===== config.mk =====
export PLATFORM = sky130hd
export DESIGN_NAME = ratio_cal_unit
export DESIGN_NICKNAME = d
export VERILOG_FILES = /design/src/rtl/rcal_pkg.sv /design/src/rtl/rcal_front.sv /design/src/rtl/rcal_divider.sv /design/src/rtl/ratio_cal_unit.sv
export SDC_FILE = /design/constraint.sdc
export NUM_CORES = 1
export LEC_CHECK = 0
export BUFFER_PORTS_ARGS = -buffer_cell sky130_fd_sc_hd__buf_2
export CELL_PAD_IN_SITES_DETAIL_PLACEMENT = 0
export CELL_PAD_IN_SITES_GLOBAL_PLACEMENT = 1
export CORE_MARGIN = 3
export CORE_UTILIZATION = 53
export CTS_BUF_LIST = sky130_fd_sc_hd__clkbuf_8
export CTS_CLUSTER_DIAMETER = 100
export DETAILED_ROUTE_END_ITERATION = 12
export GPL_ROUTABILITY_DRIVEN = 0
export PLACE_DENSITY_LB_ADDON = 0.15
export SETUP_SLACK_MARGIN = 0.5
export SLEW_MARGIN = 15
export SYNTH_ARGS = -nofsm -noshare
export SYNTH_HDL_FRONTEND = slang
export SYNTH_HIERARCHICAL = 1
export SYNTH_SLANG_ARGS = --single-unit

===== constraint.sdc =====
create_clock -name clk -period 10.85 [get_ports clk]
set_input_delay 1.085 -clock clk [delete_from_list [all_inputs] [get_ports clk]]
set_output_delay 1.085 -clock clk [all_outputs]
set_load 0.01 [all_outputs]

===== src/rtl/rcal_pkg.sv =====
package rcal_pkg;

  typedef enum logic [2:0] {
    ST_IDLE = 3'd0,
    ST_MULT = 3'd1,
    ST_LOAD = 3'd2,
    ST_DIV  = 3'd3,
    ST_FIN  = 3'd4
  } rcal_state_t;

endpackage


===== src/rtl/rcal_front.sv =====
module rcal_front #(
  parameter int unsigned CNT_W = 24,
  parameter int unsigned SCALE = 10_000_000,
  parameter int unsigned PROD_W = 2 * CNT_W
) (
  input  logic              clk,
  input  logic              rst,
  input  logic              load,
  input  logic              mul_en,
  input  logic [CNT_W-1:0]  zero_in,
  input  logic [CNT_W-1:0]  ref_in,
  input  logic [CNT_W-1:0]  unk_in,
  output logic [CNT_W-1:0]  den_out,
  output logic [PROD_W-1:0] prod_out,
  output logic              bad_ref,
  output logic              below_zero
);

  logic [CNT_W-1:0]  num_q;
  logic [CNT_W-1:0]  den_q;
  logic [PROD_W-1:0] prod_q;
  logic              bad_q;
  logic              low_q;
  logic              ref_ok;
  logic              unk_ok;

  always_comb begin
    ref_ok = ref_in > zero_in;
    unk_ok = unk_in >= zero_in;
  end

  always_ff @(posedge clk) begin
    if (rst) begin
      num_q  <= '0;
      den_q  <= '0;
      bad_q  <= 1'b0;
      low_q  <= 1'b0;
      prod_q <= '0;
    end else begin
      if (load) begin
        den_q <= ref_ok ? (ref_in - zero_in) : '0;
        num_q <= (ref_ok && unk_ok) ? (unk_in - zero_in) : '0;
        bad_q <= !ref_ok;
        low_q <= ref_ok && !unk_ok;
      end
      if (mul_en) begin
        prod_q <= PROD_W'(num_q) * PROD_W'(SCALE);
      end
    end
  end

  assign den_out    = den_q;
  assign prod_out   = prod_q;
  assign bad_ref    = bad_q;
  assign below_zero = low_q;

endmodule


===== src/rtl/rcal_divider.sv =====
module rcal_divider #(
  parameter int unsigned NUM_W = 48,
  parameter int unsigned DEN_W = 24
) (
  input  logic             clk,
  input  logic             rst,
  input  logic             load,
  input  logic [NUM_W-1:0] dividend,
  input  logic [DEN_W-1:0] divisor,
  output logic [NUM_W-1:0] quotient,
  output logic             q_valid,
  output logic             active
);

  localparam int unsigned CW = $clog2(NUM_W + 1);

  logic [DEN_W-1:0] rem_q;
  logic [DEN_W-1:0] den_q;
  logic [NUM_W-1:0] quot_q;
  logic [CW-1:0]    cnt_q;
  logic             act_q;
  logic             vld_q;
  logic [DEN_W:0]   shifted;
  logic [DEN_W:0]   trial;
  logic             fits;

  always_comb begin
    shifted = {rem_q, quot_q[NUM_W-1]};
    trial   = shifted - {1'b0, den_q};
    fits    = shifted >= {1'b0, den_q};
  end

  always_ff @(posedge clk) begin
    if (rst) begin
      rem_q  <= '0;
      den_q  <= '0;
      quot_q <= '0;
      cnt_q  <= '0;
      act_q  <= 1'b0;
      vld_q  <= 1'b0;
    end else begin
      vld_q <= 1'b0;
      if (load) begin
        rem_q  <= '0;
        den_q  <= divisor;
        quot_q <= dividend;
        cnt_q  <= CW'(NUM_W);
        act_q  <= 1'b1;
      end else if (act_q) begin
        if (fits) begin
          rem_q  <= trial[DEN_W-1:0];
          quot_q <= {quot_q[NUM_W-2:0], 1'b1};
        end else begin
          rem_q  <= shifted[DEN_W-1:0];
          quot_q <= {quot_q[NUM_W-2:0], 1'b0};
        end
        cnt_q <= cnt_q - CW'(1);
        if (cnt_q == CW'(1)) begin
          act_q <= 1'b0;
          vld_q <= 1'b1;
        end
      end
    end
  end

  assign quotient = quot_q;
  assign q_valid  = vld_q;
  assign active   = act_q;


  rem_below_div_chk: assert property (@(posedge clk) disable iff (rst)
    act_q |-> (rem_q < den_q));


  valid_single_chk: assert property (@(posedge clk) disable iff (rst)
    vld_q |=> !vld_q);

endmodule


===== src/rtl/ratio_cal_unit.sv =====
module ratio_cal_unit #(
  parameter int unsigned CNT_W = 24,
  parameter int unsigned SCALE = 10_000_000
) (
  input  logic                 clk,
  input  logic                 rst,
  input  logic                 start,
  input  logic [CNT_W-1:0]     cnt_zero,
  input  logic [CNT_W-1:0]     cnt_ref,
  input  logic [CNT_W-1:0]     cnt_unk,
  output logic                 busy,
  output logic                 done,
  output logic [2*CNT_W-1:0]   result,
  output logic                 err_ref,
  output logic                 underrange
);
  import rcal_pkg::*;

  localparam int unsigned PROD_W = 2 * CNT_W;

  rcal_state_t       state_q;
  logic [CNT_W-1:0]  den;
  logic [PROD_W-1:0] prod;
  logic              bad_ref;
  logic              below_zero;
  logic [PROD_W-1:0] quot;
  logic              q_valid;
  logic              dv_active;
  logic              accept;
  logic [PROD_W-1:0] res_q;
  logic              busy_q;
  logic              done_q;
  logic              err_q;
  logic              und_q;

  assign accept = start && (state_q == ST_IDLE);

  rcal_front #(
    .CNT_W (CNT_W),
    .SCALE (SCALE),
    .PROD_W(PROD_W)
  ) u_front (
    .clk       (clk),
    .rst       (rst),
    .load      (accept),
    .mul_en    (state_q == ST_MULT),
    .zero_in   (cnt_zero),
    .ref_in    (cnt_ref),
    .unk_in    (cnt_unk),
    .den_out   (den),
    .prod_out  (prod),
    .bad_ref   (bad_ref),
    .below_zero(below_zero)
  );

  rcal_divider #(
    .NUM_W(PROD_W),
    .DEN_W(CNT_W)
  ) u_div (
    .clk     (clk),
    .rst     (rst),
    .load    (state_q == ST_LOAD),
    .dividend(prod),
    .divisor (den),
    .quotient(quot),
    .q_valid (q_valid),
    .active  (dv_active)
  );

  always_ff @(posedge clk) begin
    if (rst) begin
      state_q <= ST_IDLE;
      res_q   <= '0;
      busy_q  <= 1'b0;
      done_q  <= 1'b0;
      err_q   <= 1'b0;
      und_q   <= 1'b0;
    end else begin
      done_q <= 1'b0;
      unique case (state_q)
        ST_IDLE: begin
          if (accept) begin
            busy_q  <= 1'b1;
            state_q <= ST_MULT;
          end
        end
        ST_MULT: state_q <= bad_ref ? ST_FIN : ST_LOAD;
        ST_LOAD: state_q <= ST_DIV;
        ST_DIV: begin
          if (q_valid) begin
            res_q   <= quot;
            err_q   <= 1'b0;
            und_q   <= below_zero;
            done_q  <= 1'b1;
            busy_q  <= 1'b0;
            state_q <= ST_IDLE;
          end
        end
        ST_FIN: begin
          res_q   <= '0;
          err_q   <= 1'b1;
          und_q   <= 1'b0;
          done_q  <= 1'b1;
          busy_q  <= 1'b0;
          state_q <= ST_IDLE;
        end
        default: state_q <= ST_IDLE;
      endcase
    end
  end

  assign busy       = busy_q;
  assign done       = done_q;
  assign result     = res_q;
  assign err_ref    = err_q;
  assign underrange = und_q;


  done_pulse_chk: assert property (@(posedge clk) disable iff (rst)
    done_q |=> !done_q);


  done_idle_chk: assert property (@(posedge clk) disable iff (rst)
    done_q |-> !busy_q);


  busy_rise_chk: assert property (@(posedge clk) disable iff (rst)
    (start && !busy_q) |=> busy_q);


  err_zero_chk: assert property (@(posedge clk) disable iff (rst)
    (done_q && err_q) |-> (res_q == '0 && !und_q));


  under_zero_chk: assert property (@(posedge clk) disable iff (rst)
    (done_q && und_q) |-> (res_q == '0 && !err_q));


  div_idle_chk: assert property (@(posedge clk) disable iff (rst)
    !busy_q |-> !dv_active);

endmodule


==> impl_metrics.toml <==
[run_status]
status = "completed"

[detailed_routing]
drc = 0
drt_first_pass_iters = 5
postRouteAntennaNets = 0
via_per_inst = 5.59
drt-initial-drc-count = 1092
wl_um = 52300
wl_per_cell_um = 17.6
num_vias = 16600

[sta]
min_period_ns = 5.80
rsz0062_at_grt = "no"
hold_violations = 0
slew_violations = 0
fin_crit_sh = 0.534
setup_viol = 0
maxSlewHeadroom = 0.336
finClkSkew_ns = 0.0235
max_clock_freq_mhz = 173
tightest_slew_ns = 0.997
fin_setup_tns_ns = 0

[global_route]
use_met2 = 0.384
grt_pass1_wl_um = 85500
grt_max_degree = 91
grt-ovfl-total = 0
grt_util_met1 = 0.376
grt_use_total = 0.254
grt_pass1_vias = 16200
antenna_found_initial = 0
grt.busiest_layer = "met2"
grt_use_met3 = 0.0393

[setup_path]
crit_path_end_kind = "register"
path_class = "register to register"
startpoint_type = "register"
worstRegToRegCells = 17
critPathRequiredTime_ns = 11.33
worstPathMaxFanout = 7
arrival_ns = 6.27

[clocking]
cts_max_level = 2
cts_made_buffers = 44
hold_buffers = 0
clock_latency_ns = 0.60
cts_buffer_depth = 3
cts_sinks = 250
cts-resized-gates = 0
clk_pin_slew_ns = 0.06
post-cts-setup-buffer-count = 0
cts_root_buf = "clkbuf_8"
cts_tree = "yes"

[die]
start_util = 0.542
coreArea_um2 = 37900
die_w_um = 203
dieArea_um2 = 41200
num_rows = 71
die_height_um = 203
ios = 127

[synthesis]
avgSynthCellArea_um2 = 8.76
synth-seq-area-share = 0.244
synthArstFlopShare = 0
ys.flop_type = "dfxtp_1"
ys_seq_elements = 250
synth_area_um2 = 20600
synth_edf_count = 0
synth_cell_types = 96
syn_inst = 2347
ys_warn_count = 6

[layout]
drive_gt1_frac = 0.0971
nFillCells = 3475
fin_cells = 2972
antenna_cells = 0
fin_nets = 2897
syn_to_final_growth_pct = 8.85

[min_path]
hold_depth = 2
hold_path.class = "register to register"

[power]
irDropWorstVdd_mv = 0.0875
p_leak_nw = 11.1
p_per_area_nw_per_um2 = 131

[placed_design]
hpwl_um = 41400
dpl.cell_count = 2893
numPortBuffers = 126

[run]
cap_violations = 0
[through the flow]
stage          hold slack (ns)  total power [W]  cell area (µm²)  utilization  worst slack [ns]
6_report                 0.465          0.00292            22400        0.590              5.05
5_1_grt                  0.483          0.00311            22400        0.590              4.74
4_1_cts                  0.470          0.00295            22400        0.590              5.07
3_5_place_dp             0.456          0.00201            21400        0.565              5.10
3_3_place_gp             0.450          0.00200            21400        0.565              5.15
2_1_floorplan            0.431          0.00178            20600            -              5.59
[cell families after synthesis]
family | count (synthesis) | share of synthesized area
fa+ha+maj | 394 | 0.283
xor+xnor | 77 | 0.0328
simple gates | 543 | 0.126
buf+inv | 416 | 0.0821
compound gates | 555 | 0.178
flops | 250 | 0.244
mux | 111 | 0.0541
other cells | 1 | 0.000182
[critical path, cell delays in order, from the launching register on]
cell,delay (ns)
dfxtp_1,0.49
ha_1,0.32
ha_1,0.30
ha_1,0.28
inv_1,0.06
fa_1,0.49
fa_1,0.49
inv_1,0.06
fa_1,0.47
ha_1,0.38
nand4_1,0.19
nor4_1,0.49
o21ai_0,0.30
o31ai_1,0.47
a41oi_1,0.28
o31ai_1,0.37
nand4b_1,0.13
o311ai_0,0.11
[Yosys cell counts (7+ instances only)]
cell	instances	share of area
a211oi_1	19	0.0069
a21o_1	44	0.016
a21oi_1	175	0.043
a22o_1	60	0.026
a22oi_1	9	0.0033
a31oi_1	16	0.0049
and2_1	7	0.0021
and3_1	9	0.0027
and4_1	7	0.0030
buf_1	9	0.0016
buf_2	17	0.0041
buf_4	11	0.0040
clkbuf_1	62	0.011
dfxtp_1	250	0.24
fa_1	119	0.12
ha_1	275	0.17
inv_1	305	0.056
mux2i_1	111	0.054
nand2_1	107	0.020
nand2b_1	17	0.0052
nand3_1	39	0.0095
nand4_1	20	0.0061
nor2_1	241	0.044
nor2b_1	18	0.0055
nor3_1	26	0.0063
nor4b_1	7	0.0030
o211a_1	8	0.0039
o211ai_1	11	0.0040
o21a_1	16	0.0058
o21ai_0	108	0.026
o21bai_1	9	0.0033
o311ai_0	10	0.0043
o31ai_1	9	0.0033
xnor2_1	50	0.021
xor2_1	27	0.012
[cells in the final DEF, fill, tap and decap left out, types with 11 or more instances in the layout]
cell	synthesis	layout
nand3_1	39	39
o21ai_0	108	108
a21oi_1	175	175
nand4_1	20	20
fa_1	119	119
a211oi_1	19	19
nor3_1	26	25
o211ai_1	11	11
ha_1	275	275
clkbuf_8	2	53
buf_2	17	125
xnor2_1	50	50
a22o_1	60	60
dfxtp_1	250	249
nand2b_1	17	17
nand2_1	107	107
buf_4	11	12
nor2_1	241	240
a21o_1	44	44
mux2i_1	111	111
a31oi_1	16	16
inv_1	305	317
xor2_1	27	27
nor2b_1	18	18
o21a_1	16	16
[final cells by class]
| class | instances | area (µm²) | area share |
|---|---|---|---|
| clock buffer | 53 | 729 | 0.0326 |
| clock inverter | 26 | 214 | 0.00956 |
| timing repair buffer | 137 | 716 | 0.0320 |
| sequential | 250 | 5010 | 0.224 |
| multi-input combinational | 1687 | 13900 | 0.622 |
| tap | 511 | 639 | 0.0286 |
| inverter | 308 | 1160 | 0.0517 |
[sequential cells by signal, indices dropped and copies added (netlist names)]
register	flops
busy	1
done	1
err_ref	1
result	48
state_q	3
u_div/active	1
u_div/cnt_q	6
u_div/den_q	24
u_div/q_valid	1
u_div/quotient	48
u_div/rem_q	24
u_front/bad_ref	1
u_front/below_zero	1
u_front/den_out	24
u_front/num_q	24
u_front/prod_out	41
underrange	1
[metal layers]
layer,vias up,wire [µm]
li1,8282,-
met1,7877,26100
met2,392,22200
met3,73,2720
met4,0,1270
met5,-,0
[worst paths after layout]
| kind | from | slack (ns) | to |
|---|---|---|---|
| worst max register to register | u_front/num_q[11]$_SDFFE_PP0P_ | 5.05 | u_front/prod_out[46]$_SDFFE_PP0P_ |
| worst min-delay path | u_front/den_out[13]$_SDFFE_PP0P_ | 0.46 | u_front/den_out[13]$_SDFFE_PP0P_ |
| worst min register to register | u_front/den_out[13]$_SDFFE_PP0P_ | 0.46 | u_front/den_out[13]$_SDFFE_PP0P_ |
| worst max-delay path | u_front/num_q[11]$_SDFFE_PP0P_ | 5.05 | u_front/prod_out[46]$_SDFFE_PP0P_ |
[power breakdown]
group | switching [W] | internal, W | total, W
logic | 0.000592 | 0.000407 | 0.000999
clock network | 0.000400 | 0.000520 | 0.000920
registers | 0.0000469 | 0.000958 | 0.00101
total | 0.00104 | 0.00189 | 0.00292
Note: power is estimated with default switching activity, not from simulation.
